===== src/rtl/i2ccu_pkg.sv =====
package i2ccu_pkg;

  typedef enum logic [1:0] {
    COND_START   = 2'd0,
    COND_RESTART = 2'd1,
    COND_STOP    = 2'd2
  } cond_e;

  // strobes from control to datapath
  typedef struct packed {
    logic loadDrv;
    logic nextSclLow;
    logic nextSdaLow;
    logic cntClear;
    logic cntInc;
    logic doneStart;
    logic doneStop;
  } strobe_t;

  // pin pattern {sclLow, sdaLow} for each step of each condition
  function automatic logic [1:0] stepPins(cond_e c, logic [1:0] s);
    logic [1:0] p;
    p = 2'b00;
    unique case (c)
      COND_START: begin
        if (s == 2'd0)      p = 2'b00;
        else if (s == 2'd1) p = 2'b01;
        else                p = 2'b11;
      end
      COND_RESTART: begin
        if (s == 2'd0)      p = 2'b10;
        else if (s == 2'd1) p = 2'b00;
        else if (s == 2'd2) p = 2'b01;
        else                p = 2'b11;
      end
      default: begin
        if (s == 2'd0)      p = 2'b11;
        else if (s == 2'd1) p = 2'b01;
        else                p = 2'b00;
      end
    endcase
    return p;
  endfunction

  function automatic logic [1:0] lastStep(cond_e c);
    return (c == COND_RESTART) ? 2'd3 : 2'd2;
  endfunction

endpackage


===== src/rtl/i2ccu_datapath.sv =====
module i2ccu_datapath
  import i2ccu_pkg::*;
#(
  parameter int LEN_W       = 8,
  parameter int SYNC_STAGES = 2
) (
  input  logic             clk,
  input  logic             rstN,
  input  logic             genMode,
  input  logic             tickEn,
  input  logic [LEN_W-1:0] phaseLen,
  input  logic             shiftScl,
  input  logic             shiftSda,
  input  logic             sclIn,
  input  logic             sdaIn,
  input  strobe_t          strb,
  output logic             cntDone,
  output logic             sclDrvLow,
  output logic             sdaDrvLow,
  output logic             irqStart,
  output logic             irqStop
);

  localparam int CNT_W = LEN_W + 1;

  // bus synchronizers
  logic [SYNC_STAGES-1:0] sclPipe, sdaPipe;
  logic sclS, sdaS, sclPrev, sdaPrev;

  generate
    for (genvar g = 0; g < SYNC_STAGES; g++) begin : g_sync
      always_ff @(posedge clk or negedge rstN) begin
        if (!rstN) begin
          sclPipe[g] <= 1'b1;
          sdaPipe[g] <= 1'b1;
        end else if (g == 0) begin
          sclPipe[g] <= sclIn;
          sdaPipe[g] <= sdaIn;
        end else begin
          sclPipe[g] <= sclPipe[(g == 0) ? 0 : g-1];
          sdaPipe[g] <= sdaPipe[(g == 0) ? 0 : g-1];
        end
      end
    end
  endgenerate

  assign sclS = sclPipe[SYNC_STAGES-1];
  assign sdaS = sdaPipe[SYNC_STAGES-1];

  always_ff @(posedge clk or negedge rstN) begin
    if (!rstN) begin
      sclPrev <= 1'b1;
      sdaPrev <= 1'b1;
    end else begin
      sclPrev <= sclS;
      sdaPrev <= sdaS;
    end
  end

  logic detStart, detStop;
  assign detStart = sclS && sclPrev && sdaPrev && !sdaS;
  assign detStop  = sclS && sclPrev && !sdaPrev && sdaS;

  // interrupt source selected by mode
  always_ff @(posedge clk or negedge rstN) begin
    if (!rstN) begin
      irqStart <= 1'b0;
      irqStop  <= 1'b0;
    end else if (genMode) begin
      irqStart <= strb.doneStart;
      irqStop  <= strb.doneStop;
    end else begin
      irqStart <= detStart;
      irqStop  <= detStop;
    end
  end

  // phase tick counter
  logic [LEN_W-1:0] cnt;
  logic [LEN_W-1:0] effLen;
  logic [CNT_W-1:0] cntPlus;

  assign effLen  = (phaseLen == '0) ? LEN_W'(1) : phaseLen;
  assign cntPlus = {1'b0, cnt} + CNT_W'(1);
  assign cntDone = (cntPlus >= {1'b0, effLen});

  always_ff @(posedge clk or negedge rstN) begin
    if (!rstN)              cnt <= '0;
    else if (strb.cntClear) cnt <= '0;
    else if (strb.cntInc)   cnt <= cntPlus[LEN_W-1:0];
  end

  // generated pin levels
  logic sclLowQ, sdaLowQ;
  always_ff @(posedge clk or negedge rstN) begin
    if (!rstN) begin
      sclLowQ <= 1'b0;
      sdaLowQ <= 1'b0;
    end else if (strb.loadDrv) begin
      sclLowQ <= strb.nextSclLow;
      sdaLowQ <= strb.nextSdaLow;
    end
  end

  assign sclDrvLow = genMode ? sclLowQ : !shiftScl;
  assign sdaDrvLow = genMode ? sdaLowQ : !shiftSda;


  start_end_pins_chk: assert property (@(posedge clk) disable iff (!rstN)
    strb.doneStart |-> (sclLowQ && sdaLowQ));


  stop_end_pins_chk: assert property (@(posedge clk) disable iff (!rstN)
    strb.doneStop |-> (!sclLowQ && !sdaLowQ));


  one_irq_kind_chk: assert property (@(posedge clk) disable iff (!rstN)
    !(irqStart && irqStop));


  det_needs_scl_chk: assert property (@(posedge clk) disable iff (!rstN)
    ($rose(irqStart) && !$past(genMode)) |-> $past(sclS));

endmodule


===== src/rtl/i2ccu_ctrl.sv =====
module i2ccu_ctrl
  import i2ccu_pkg::*;
(
  input  logic    clk,
  input  logic    rstN,
  input  logic    genMode,
  input  logic    tickEn,
  input  logic    reqStart,
  input  logic    reqRestart,
  input  logic    reqStop,
  input  logic    cntDone,
  output strobe_t strb,
  output logic    pendStart,
  output logic    pendRestart,
  output logic    pendStop
);

  logic       running;
  cond_e      cond, selCond;
  logic [1:0] step;
  logic       anyPend, launch, finish, advance;

  assign anyPend = pendStart || pendRestart || pendStop;

  // fixed priority: repeated start, start, stop
  always_comb begin
    if (pendRestart)    selCond = COND_RESTART;
    else if (pendStart) selCond = COND_START;
    else                selCond = COND_STOP;
  end

  assign launch  = !running && genMode && anyPend;
  assign finish  = running && genMode && tickEn && cntDone && (step == lastStep(cond));
  assign advance = running && genMode && tickEn && cntDone && (step != lastStep(cond));

  always_comb begin
    logic [1:0] pins;
    strb = '0;
    pins = 2'b00;
    if (launch) begin
      pins          = stepPins(selCond, 2'd0);
      strb.loadDrv  = 1'b1;
      strb.cntClear = 1'b1;
    end else if (advance) begin
      pins          = stepPins(cond, step + 2'd1);
      strb.loadDrv  = 1'b1;
      strb.cntClear = 1'b1;
    end else if (running && genMode && tickEn && !cntDone) begin
      strb.cntInc = 1'b1;
    end
    strb.nextSclLow = pins[1];
    strb.nextSdaLow = pins[0];
    strb.doneStart  = finish && (cond != COND_STOP);
    strb.doneStop   = finish && (cond == COND_STOP);
  end

  always_ff @(posedge clk or negedge rstN) begin
    if (!rstN) begin
      running <= 1'b0;
      cond    <= COND_START;
      step    <= 2'd0;
    end else if (launch) begin
      running <= 1'b1;
      cond    <= selCond;
      step    <= 2'd0;
    end else if (running && !genMode) begin
      running <= 1'b0;
    end else if (finish) begin
      running <= 1'b0;
    end else if (advance) begin
      step <= step + 2'd1;
    end
  end

  logic clrStart, clrRestart, clrStop;
  assign clrStart   = finish && (cond == COND_START);
  assign clrRestart = finish && (cond == COND_RESTART);
  assign clrStop    = finish && (cond == COND_STOP);

  always_ff @(posedge clk or negedge rstN) begin
    if (!rstN) begin
      pendStart   <= 1'b0;
      pendRestart <= 1'b0;
      pendStop    <= 1'b0;
    end else begin
      pendStart   <= (pendStart   && !clrStart)   || reqStart;
      pendRestart <= (pendRestart && !clrRestart) || reqRestart;
      pendStop    <= (pendStop    && !clrStop)    || reqStop;
    end
  end


  prio_restart_chk: assert property (@(posedge clk) disable iff (!rstN)
    (!running && genMode && pendRestart) |=> (running && cond == COND_RESTART));


  start_clear_chk: assert property (@(posedge clk) disable iff (!rstN)
    $fell(pendStart) |-> $past(strb.doneStart));


  stop_clear_chk: assert property (@(posedge clk) disable iff (!rstN)
    $fell(pendStop) |-> $past(strb.doneStop));


  step_bound_chk: assert property (@(posedge clk) disable iff (!rstN)
    running |-> (step <= lastStep(cond)));


  idle_in_pass_chk: assert property (@(posedge clk) disable iff (!rstN)
    (!genMode && !running) |=> !strb.loadDrv || genMode);

endmodule


===== src/rtl/i2c_cond_unit.sv =====
module i2c_cond_unit
  import i2ccu_pkg::*;
#(
  parameter int LEN_W       = 8,
  parameter int SYNC_STAGES = 2
) (
  input  logic             clk,
  input  logic             rstN,
  input  logic             genMode,
  input  logic             tickEn,
  input  logic [LEN_W-1:0] phaseLen,
  input  logic             reqStart,
  input  logic             reqRestart,
  input  logic             reqStop,
  input  logic             shiftScl,
  input  logic             shiftSda,
  input  logic             sclIn,
  input  logic             sdaIn,
  output logic             sclDrvLow,
  output logic             sdaDrvLow,
  output logic             irqStart,
  output logic             irqStop,
  output logic             pendStart,
  output logic             pendRestart,
  output logic             pendStop
);

  strobe_t strb;
  logic    cntDone;

  i2ccu_ctrl i_ctrl (
    .clk        (clk),
    .rstN       (rstN),
    .genMode    (genMode),
    .tickEn     (tickEn),
    .reqStart   (reqStart),
    .reqRestart (reqRestart),
    .reqStop    (reqStop),
    .cntDone    (cntDone),
    .strb       (strb),
    .pendStart  (pendStart),
    .pendRestart(pendRestart),
    .pendStop   (pendStop)
  );

  i2ccu_datapath #(
    .LEN_W      (LEN_W),
    .SYNC_STAGES(SYNC_STAGES)
  ) i_dp (
    .clk      (clk),
    .rstN     (rstN),
    .genMode  (genMode),
    .tickEn   (tickEn),
    .phaseLen (phaseLen),
    .shiftScl (shiftScl),
    .shiftSda (shiftSda),
    .sclIn    (sclIn),
    .sdaIn    (sdaIn),
    .strb     (strb),
    .cntDone  (cntDone),
    .sclDrvLow(sclDrvLow),
    .sdaDrvLow(sdaDrvLow),
    .irqStart (irqStart),
    .irqStop  (irqStop)
  );

endmodule


===== config.mk =====
export PLATFORM = sky130hd
export DESIGN_NAME = i2c_cond_unit
export DESIGN_NICKNAME = d
export VERILOG_FILES = /design/src/rtl/i2ccu_pkg.sv /design/src/rtl/i2ccu_datapath.sv /design/src/rtl/i2ccu_ctrl.sv /design/src/rtl/i2c_cond_unit.sv
export SDC_FILE = /design/constraint.sdc
export NUM_CORES = 1
export LEC_CHECK = 0
export BUFFER_PORTS_ARGS = -buffer_cell sky130_fd_sc_hd__clkbuf_2
export CORE_MARGIN = 8
export CORE_UTILIZATION = 35
export CTS_CLUSTER_SIZE = 10
export DETAILED_ROUTE_END_ITERATION = 16
export GPL_ROUTABILITY_DRIVEN = 1
export PLACE_DENSITY = 0.56
export SLEW_MARGIN = 40
export SYNTH_ARGS = -nofsm -noshare
export SYNTH_HDL_FRONTEND = slang
export SYNTH_SLANG_ARGS = --single-unit

===== constraint.sdc =====
create_clock -name clk -period 2.63 [get_ports clk]
set_input_delay 0.1315 -clock clk [delete_from_list [all_inputs] [get_ports clk]]
set_output_delay 0.1315 -clock clk [all_outputs]
set_load 0.02 [all_outputs]

==> impl_metrics.toml, run 1 <==
[critical_path]
start_kind = "register"
cp_max_fo = 6
worstPathArrival_ns = 2.97
endpoint_kind = "register"
path_class = "register to register"
cp.required_ns = 2.83

[yosys]
synth_cell_types = 47
synth_edf_count = 0
synth_ff_type = "dfrtp_1"
ys_seq_elements = 26
synth-compound-area-share_pct = 22.8
postSynthAreaPerCell_um2 = 9.95
async_reset_ff_share_pct = 100
yosysWarnings = 0
synth_mux_area_share_pct = 0
synthAdderAreaFrac_pct = 8.01
synthXorXnorAreaFrac_pct = 4.49
synth_top_family_by_area = "compound AO/OA/AOI/OAI gates"
syn-num-nets = 186
synthSimpleGateAreaFrac_pct = 17.6
netlist_area_um2 = 1560
synth_cells = 157
seq_area_frac_synth_pct = 42.1

[layout]
n_antenna_cell = 0
fin_area_um2 = 2280
areaGrowthSynthToFinish_pct = 46.2
final_util_pct = 52.8
top_register = "i_dp.cnt"
layout_common_cells = "25 x clkbuf_2, 20 x dfrtp_1, 20 x buf_4, 12 x nand2_1, 11 x inv_1"
largest_register_ffs = 8
finalNonFillerCells = 264
top_regs = "i_dp.cnt: 8 flops, i_ctrl.cond: 2 flops, i_ctrl.step: 2 flops"
nets = 242
final_common_cell = "clkbuf_2"
layout-drive-gt1-share_pct = 45.3

[power_and_ir_drop]
netSwitchingFraction_pct = 25.2
p_int_uw = 695
power_switching_uw = 234
power.total_uw = 930
combPwrFrac_pct = 18.2
power.density_nw_per_um2 = 407
pwr-share-clk_pct = 35.3
ir_drop_v = 0.000295
power_frac_seq_pct = 46.6
power.leakage_uw = 0.00103

[timing]
setup_slack_ns = -0.144
fin_skew_ns = 0.00327
finalCritPeriodShare_pct = 105
min_period_ns = 2.77
worstMarginPinSlew_ns = 0.686
rsz0062_at_grt = "true"
drv_slew = 0
setup_viol = 17
fin_hold_ws_ns = 0.0416
hold_violations = 0
slew-limit-headroom_pct = 54.1
max_freq_mhz = 360

[global_route]
gr-usage-all-layers_pct = 12.4
grt_pass1_vias = 1526
grt_use_met3_pct = 2.05
antenna_found_initial = 0
grt_pass1_wl_um = 6770
use_met2_pct = 23.1
overflow = 0
met1_usage_pct = 14.1
grt_max_degree = 27
grt-busiest-layer = "met2"

[cts]
htree_levels = 1
cts_tree = "built"
insertion_delay_ns = 0.27
clkTransAtPathRegs_ns = 0.09
clk_path_buf_depth = 2
root_buffer = "clkbuf_8"
cts_num_sinks = 26
cts_made_buffers = 3

[min_path]
worstHoldPathType = "primary input to register"

[run_status]
violations = "setup timing"
outcome = "finished, violations left"

[drt]
vias = 1420
drtIter0Drc = 52
wire_per_inst_um = 15.4
first_pass_iters = 4
drcViolationCount = 0
wl_um = 4060
drtAntennaViolNets = 0
vias_per_cell = 5.38

[placed_design]
postPlaceCellArea_um2 = 1890
dp_hpwl_um = 2910
portBuffers = 25
dpl.cell_count = 249
gp_congestion = 0.836

[die]
num_io_pins = 26
die_area_um2 = 6860
die_w_um = 82.8
initial_core_util_pct = 36.1
coreArea_um2 = 4320
rows = 24
fp.dieH_um = 82.8

[flow_run]
cap_viol_max_count = 0
==> cell usage after synthesis, types with 2 or more instances <==
master    instances  area (um2)
nor2_1            3        11.3
a31oi_1           2        12.5
o31ai_1           8        60.1
a21o_1            3        22.5
xor2_1            4        35.0
inv_1            11        41.3
nand3_1           6        30.0
o41ai_1           2        17.5
dfrtp_1          20         500
a21oi_1          13        65.1
dfstp_2           6         158
and3_1            2        12.5
o21ai_0           9        45.0
nor3b_1           2        15.0
nand2_1          12        45.0
or4_1             5        37.5
nand2b_1          5        31.3
ha_1             10         125
or3_1             2        12.5
nor4b_1           2        17.5
xnor2_1           4        35.0
==> critical path, stage by stage, from the launching register on <==
cell      delay [ns]
dfrtp_1         0.39
ha_2            0.20
and3_4          0.20
nand3_4         0.09
xnor2_2         0.15
ha_1            0.33
and2_4          0.16
a221oi_4        0.32
o221ai_4        0.19
or4_4           0.52
a21oi_2         0.16
==> per-layer routing <==
metal  part of all wire [%]  up-vias
met1                     43      691
met5                      0        -
met3                    3.8        5
li1                       -      699
met2                     52       25
met4                   0.89        0
==> repair_timing <==
item	CTS	global route
setup buffers	7	1
setup endpoints to repair	17	18
cloned	1	0
pin swaps	14	18
hold buffers	3	0
gates resized for setup	14	31
hold endpoints to repair	22	0
==> layout make-up <==
| class | instances | area, um2 |
|---|---|---|
| clock buffers | 3 | 41.3 |
| clock inverters | 1 | 30.0 |
| fillers | 397 | 2040 |
| inverters | 11 | 41.3 |
| multi-input cells | 116 | 1050 |
| flip-flops and latches | 26 | 658 |
| well taps | 52 | 65.1 |
| repair buffers | 55 | 393 |
==> stage by stage <==
step | setup slack (ns) | setup TNS (ns)
after floorplan | 0.00616 | 0
after global placement | -0.0571 | -0.270
after detailed placement | -0.234 | -1.83
after CTS | -0.125 | -0.829
after global routing | -0.300 | -4.40
final | -0.144 | -1.65
==> worst paths after layout <==
path	start	end	slack (ns)	cells after the start
max	i_dp.cnt[0]	i_dp.cnt[2]	-0.14	10
min	reqStart	i_ctrl.pendStart	0.04	2
max reg2reg	i_dp.cnt[0]	i_dp.cnt[2]	-0.14	10
min reg2reg	i_dp.sclPipe[0]	i_dp.sclS	0.36	0
max in group asynchronous	rstN	i_dp.cnt[4]	1.81	2
min in group asynchronous	rstN	i_ctrl.cond[0]	0.40	2
==> logic make-up (layout without fill, tap and decap cells) <==
kind of cell	after synthesis	after routing
buffers and inverters	16	70
adder cells (fa/ha/maj)	10	10
AO/OA/AOI/OAI	49	50
flip-flops	26	26
AND/OR/NAND/NOR	48	48
XOR/XNOR	8	8
==> power groups by stage <==
stage,sequential (uW),combinational (uW),clock (uW)
2_1_floorplan,437,71.5,0
3_5_place_dp,440,128,0
5_1_grt,435,187,353
3_3_place_gp,438,123,0
6_report,433,169,328
4_1_cts,431,159,336
Power figures use the tool's default switching activity.
==> run 2: changes to the inputs <==
SYNTH_HIERARCHICAL = 1   (was unset)
==> impl_metrics.toml, run 2 <==
[run_status]
outcome = "finished, violations left"
violations = "setup timing"

[layout]
largest_register_ffs = 8
multi_input_area_um2 = 881
nets = 235
top_register = "i_dp/cnt"
final_common_cell = "clkbuf_2"
n_antenna_cell = 0
top_regs = "i_dp/cnt: 8 flops, i_ctrl/cond: 2 flops, i_ctrl/step: 2 flops"
layout-drive-gt1-share_pct = 40.5
ff_latch_area_um2 = 658
layout_common_cells = "25 x clkbuf_2, 22 x buf_4, 20 x dfrtp_1, 17 x nand2_1, 11 x nor2_1"
areaGrowthSynthToFinish_pct = 32.1
fillCellCount = 414

[critical_path]
cp.required_ns = 2.84
reg2reg_setup_slack_ns = -0.16
start_kind = "register"
crit_start = "i_dp/cnt[0]"
endpoint_kind = "register"
cp_max_fo = 6
worstReg2RegEnd = "i_dp/cnt[6]"
r2r_start = "i_dp/cnt[0]"
r2r_cells = 14
worstPathArrival_ns = 3.00
path_class = "register to register"

[drt]
wire_per_inst_um = 13.5
drtAntennaViolNets = 0
drtIter0Drc = 46
vias = 1245
drcViolationCount = 0
wl_um = 3480
vias_per_cell = 4.84
first_pass_iters = 4

[timing]
worstMarginPinSlew_ns = 0.643
slew-limit-headroom_pct = 57.1
fin_skew_ns = 0.00362
max_freq_mhz = 358
fin_hold_ws_ns = 0.0403
hold_violations = 0
finalCritPeriodShare_pct = 106
setup_viol = 17
drv_slew = 0
min_period_ns = 2.79
rsz0062_at_grt = "true"
setup_slack_ns = -0.163

[die]
die_w_um = 82.2
num_io_pins = 26
fp.dieH_um = 82.2
rows = 24
coreArea_um2 = 4290
initial_core_util_pct = 35.7
die_area_um2 = 6750

[yosys]
ys_seq_elements = 26
async_reset_ff_share_pct = 100
syn-num-nets = 184
netlist_area_um2 = 1530
synth_top_area_share_pct = 32.7
postSynthAreaPerCell_um2 = 9.89
synth_ff_type = "dfrtp_1"
seq_area_frac_synth_pct = 42.9
yosysWarnings = 6
synth_cells = 155
synth_top_area_cell = "dfrtp_1"
synthTopCellsByCount = "20 x dfrtp_1, 20 x nand2_1, 13 x nor2_1, 10 x ha_1, 10 x xor2_1"
synth_cell_types = 41
synth_edf_count = 0
synthTopCellsByArea = "dfrtp_1 33%, dfstp_2 10%, ha_1 8.2%"

[cts]
clk_path_buf_depth = 2
cts_tree = "built"
insertion_delay_ns = 0.27
htree_levels = 1
clkTransAtPathRegs_ns = 0.09
cts_num_sinks = 26
cts_made_buffers = 3
root_buffer = "clkbuf_8"

[flow_run]
cap_viol_max_count = 0

[placed_design]
gp_congestion = 0.839
dp_hpwl_um = 2740
portBuffers = 25

[global_route]
grt_max_degree = 27
grt_pass1_vias = 1360
antenna_found_initial = 0
grt_pass1_wl_um = 5970
overflow = 0
gr-usage-all-layers_pct = 11.2

[power_and_ir_drop]
ir_drop_v = 0.000256
power.density_nw_per_um2 = 465
power.total_uw = 942
power.leakage_uw = 0.00102

[min_path]
hp-start = "reqRestart"
worstHoldPathType = "primary input to register"
hold_depth = 2
min_to = "i_ctrl/pendRestart"
[run 2: cell count changes in the layout (fill, tap and decap cells not counted), sizes merged, moves of 4 or more]
cell,before,now
buf,27,23
nor2b,0,4
a21oi,13,3
mux2i,0,5
nor2,3,14
xor2,4,10
nand2b,5,0
nand2,12,21
or4,5,0
nor3,1,5
o31ai,8,1
[run 2: timing repair]
item,4_1_cts,5_1_grt
pin swaps,13,10
setup endpoints to repair,14,18
hold buffers,3,0
buffers inserted,1,2
gates resized for setup,9,7
hold endpoints to repair,22,0
[run 2: where the power goes]
part | switching (uW) | internal (uW) | total (uW)
combinational | 121 | 112 | 232
clock | 121 | 134 | 255
sequential | 24.4 | 431 | 455
total | 266 | 676 | 942
[run 2: metal layers]
metal	up-vias	part of all wire (%)	track usage [%]
li1	629	-	-
met1	607	42	12.2
met2	7	55	21.7
met3	2	2.3	2.92
met4	0	0.23	1.58
met5	-	0	0
[run 2: critical path, cell delays in order (launching register included)]
cell	delay, ns
dfrtp_1	0.38
ha_2	0.20
and3_4	0.17
and3_4	0.19
xor2_2	0.17
ha_4	0.23
a21oi_2	0.13
a21boi_1	0.07
a311oi_1	0.30
o21ai_2	0.13
nor3b_2	0.22
buf_4	0.20
nand4_1	0.11
xor2_1	0.16
nor2_1	0.08
[run 2: stage by stage]
stage / instance area (um2) / worst slack, ns / cells / TNS (ns) / utilization, %
floorplan: 1540 / -0.228 / 155 / -0.340 / -
finish: 2020 / -0.163 / 257 / -1.84 / 47.1
global placement: 1850 / -0.109 / 247 / -0.446 / 43.1
detailed placement: 1850 / -0.368 / 247 / -2.32 / 43.1
global route: 2020 / -0.326 / 257 / -4.07 / 47.1
CTS: 1980 / -0.221 / 255 / -2.23 / 46.1
[run 2: layout make-up]
type                    instances  share of cell area [%]
well taps                      52                    3.21
inverters                       9                    1.67
flip-flops and latches         26                    32.5
multi-input cells             115                    43.5
clock buffers                   4                    2.72
repair buffers                 51                    16.4
[run 2: cell families after synthesis]
family,share of synthesized area [%]
buffers and inverters,4.24
AOI/OAI and AO/OA,9.39
DFF,42.9
muxes,5.55
xor gates and xnor gates,8.00
adders and majority gates,8.16
and+or+nand+nor,21.7
[run 2: worst max path at each step]
stage / to / slack [ns]
finish: i_dp/cnt[6] / -0.16
global route: i_dp/cnt[3] / -0.33
CTS: i_dp/cnt[3] / -0.22
detailed placement: i_dp/cnt[7] / -0.37
global placement: i_dp/cnt[7] / -0.11
floorplan: i_dp/cnt[7] / -0.23
==> run 3: changes to the inputs <==
PLACE_DENSITY = 0.54   (was 0.56)
clock period = 2.85 ns   (was 2.63 ns; I/O delays follow)
==> impl_metrics.toml, run 3 (synthesis results as in run 2) <==
[run_status]
outcome = "finished clean"

[drt]
wire_per_inst_um = 13.0
first_pass_iters = 5
vias = 1220
vias_per_cell = 4.82
drcViolationCount = 0
drtAntennaViolNets = 0
wl_um = 3300
drtIter0Drc = 37

[layout]
areaGrowthSynthToFinish_pct = 30.4
final_util_pct = 46.5
fillCellCount = 421
nets = 231
largest_register_ffs = 8
final_common_cell = "clkbuf_2"
n_antenna_cell = 0
finalNonFillerCells = 253
layout_common_cells = "25 x clkbuf_2, 20 x nand2_1, 20 x dfrtp_1, 19 x buf_4, 11 x nor2_1"
layout-drive-gt1-share_pct = 38.3
top_register = "i_dp/cnt"
top_regs = "i_dp/cnt: 8 flops, i_ctrl/cond: 2 flops, i_ctrl/step: 2 flops"

[power_and_ir_drop]
ir_drop_v = 0.000208
power.density_nw_per_um2 = 462
power.leakage_uw = 0.000997

[cts]
cts_tree = "built"
htree_levels = 1
cts_made_buffers = 3
cts_num_sinks = 26
root_buffer = "clkbuf_8"
clkTransAtPathRegs_ns = 0.09
insertion_delay_ns = 0.27
clk_path_buf_depth = 2

[min_path]
worstHoldPathType = "primary input to register"
hp-start = "reqRestart"

[global_route]
antenna_found_initial = 0
gr-usage-all-layers_pct = 10.5
grt_pass1_vias = 1274
grt_pass1_wl_um = 5670
grt_max_degree = 27
overflow = 0

[critical_path]
cp_max_fo = 3
start_kind = "register"
path_class = "register to register"
critPathBufInv = 2
worstPathArrival_ns = 2.88
endpoint_kind = "register"
r2r_start = "i_dp/cnt[0]"
path_cells = "ha_2 > and3_4 > and3_4 > xor2_2 > ha_4 > a21oi_2 > a21boi_2 > a311oi_2 > o21ai_2 > buf_4 > nand4_1 > buf_4 > mux2i_1 > a21boi_1"
cpPeakStageDelay_ns = 0.39
cp_slowest_cell = "dfrtp_1"
cp.required_ns = 3.00
crit_start = "i_dp/cnt[0]"
crit_family = "compound AO/OA/AOI/OAI gates"

[timing]
fin_hold_ws_ns = 0.0471
finalCritPeriodShare_pct = 95.7
setup_viol = 0
worstMarginPinSlew_ns = 0.782
min_period_ns = 2.73
fin_skew_ns = 0.00520
slew-limit-headroom_pct = 47.4
drv_slew = 0
hold_violations = 0
rsz0062_at_grt = "true"
max_freq_mhz = 367

[die]
fp.dieH_um = 82.2
die_area_um2 = 6750
initial_core_util_pct = 35.7
num_io_pins = 26
rows = 24
die_w_um = 82.2
coreArea_um2 = 4290

[flow_run]
cap_viol_max_count = 0

[placed_design]
portBuffers = 25
gp_congestion = 0.798
dpl.cell_count = 239
dp_hpwl_um = 2540
==> run 3: final cells by class <==
type / count / area (um2) / share of cell area (%)
multi-input cells: 115 / 872 / 43.6
flip-flops and latches: 26 / 658 / 32.9
well taps: 52 / 65.1 / 3.26
clock buffers: 3 / 41.3 / 2.07
repair buffers: 47 / 298 / 14.9
clock inverters: 1 / 30.0 / 1.50
inverters: 9 / 33.8 / 1.69
==> run 3: stage by stage <==
step	area (um2)	setup slack, ns	power (uW)	setup TNS (ns)
2_1_floorplan	1540	-0.00814	548	-0.00814
3_3_place_gp	1780	-0.0342	610	-0.0658
3_5_place_dp	1780	-0.167	618	-0.426
4_1_cts	1940	-0.0462	936	-0.147
5_1_grt	2000	-0.130	984	-0.573
6_report	2000	0.124	924	0
==> run 3: worst register-to-register path: cells and delay by family, from the launching register on <==
| kind | cells | cell delay [ns] |
|---|---|---|
| buffers and inverters | 2 | 0.30 |
| AO/OA/AOI/OAI | 5 | 0.62 |
| adder cells (fa/ha/maj) | 2 | 0.43 |
| flip-flops | 1 | 0.39 |
| XOR/XNOR | 1 | 0.17 |
| AND/OR/NAND/NOR | 3 | 0.53 |
| multiplexers | 1 | 0.16 |
==> run 3: report_power, final <==
group | leakage (uW) | internal (uW) | switching [uW]
Combinational | 0.000642 | 99.5 | 104
Clock | 0.0000357 | 188 | 114
Sequential | 0.000319 | 398 | 21.7
Total | 0.000997 | 685 | 239
==> run 3: path summary, 6_finish.rpt <==
kind	slack, ns	end	cells after the start
max	0.12	i_ctrl/step[1]	14
min	0.05	i_ctrl/pendRestart	2
max reg2reg	0.12	i_ctrl/step[1]	14
min reg2reg	0.36	i_dp/sclS	0
max in group asynchronous	2.03	i_dp/irqStart	2
min in group asynchronous	0.42	i_ctrl/cond[0]	2
==> run 3: per-layer routing <==
layer,part of all wire [%],GRT usage (%)
met1,44,12.7
met3,4.8,3.03
met5,0,0
met2,50,18.2
met4,0.79,2.28
==> run 3: what timing repair did <==
action	CTS	global route
endpoints found under the setup margin	9	18
cloned	0	0
hold endpoints to repair	22	0
hold buffers	3	0
buffers inserted	6	1
gates resized for setup	2	12
pin swaps	9	11
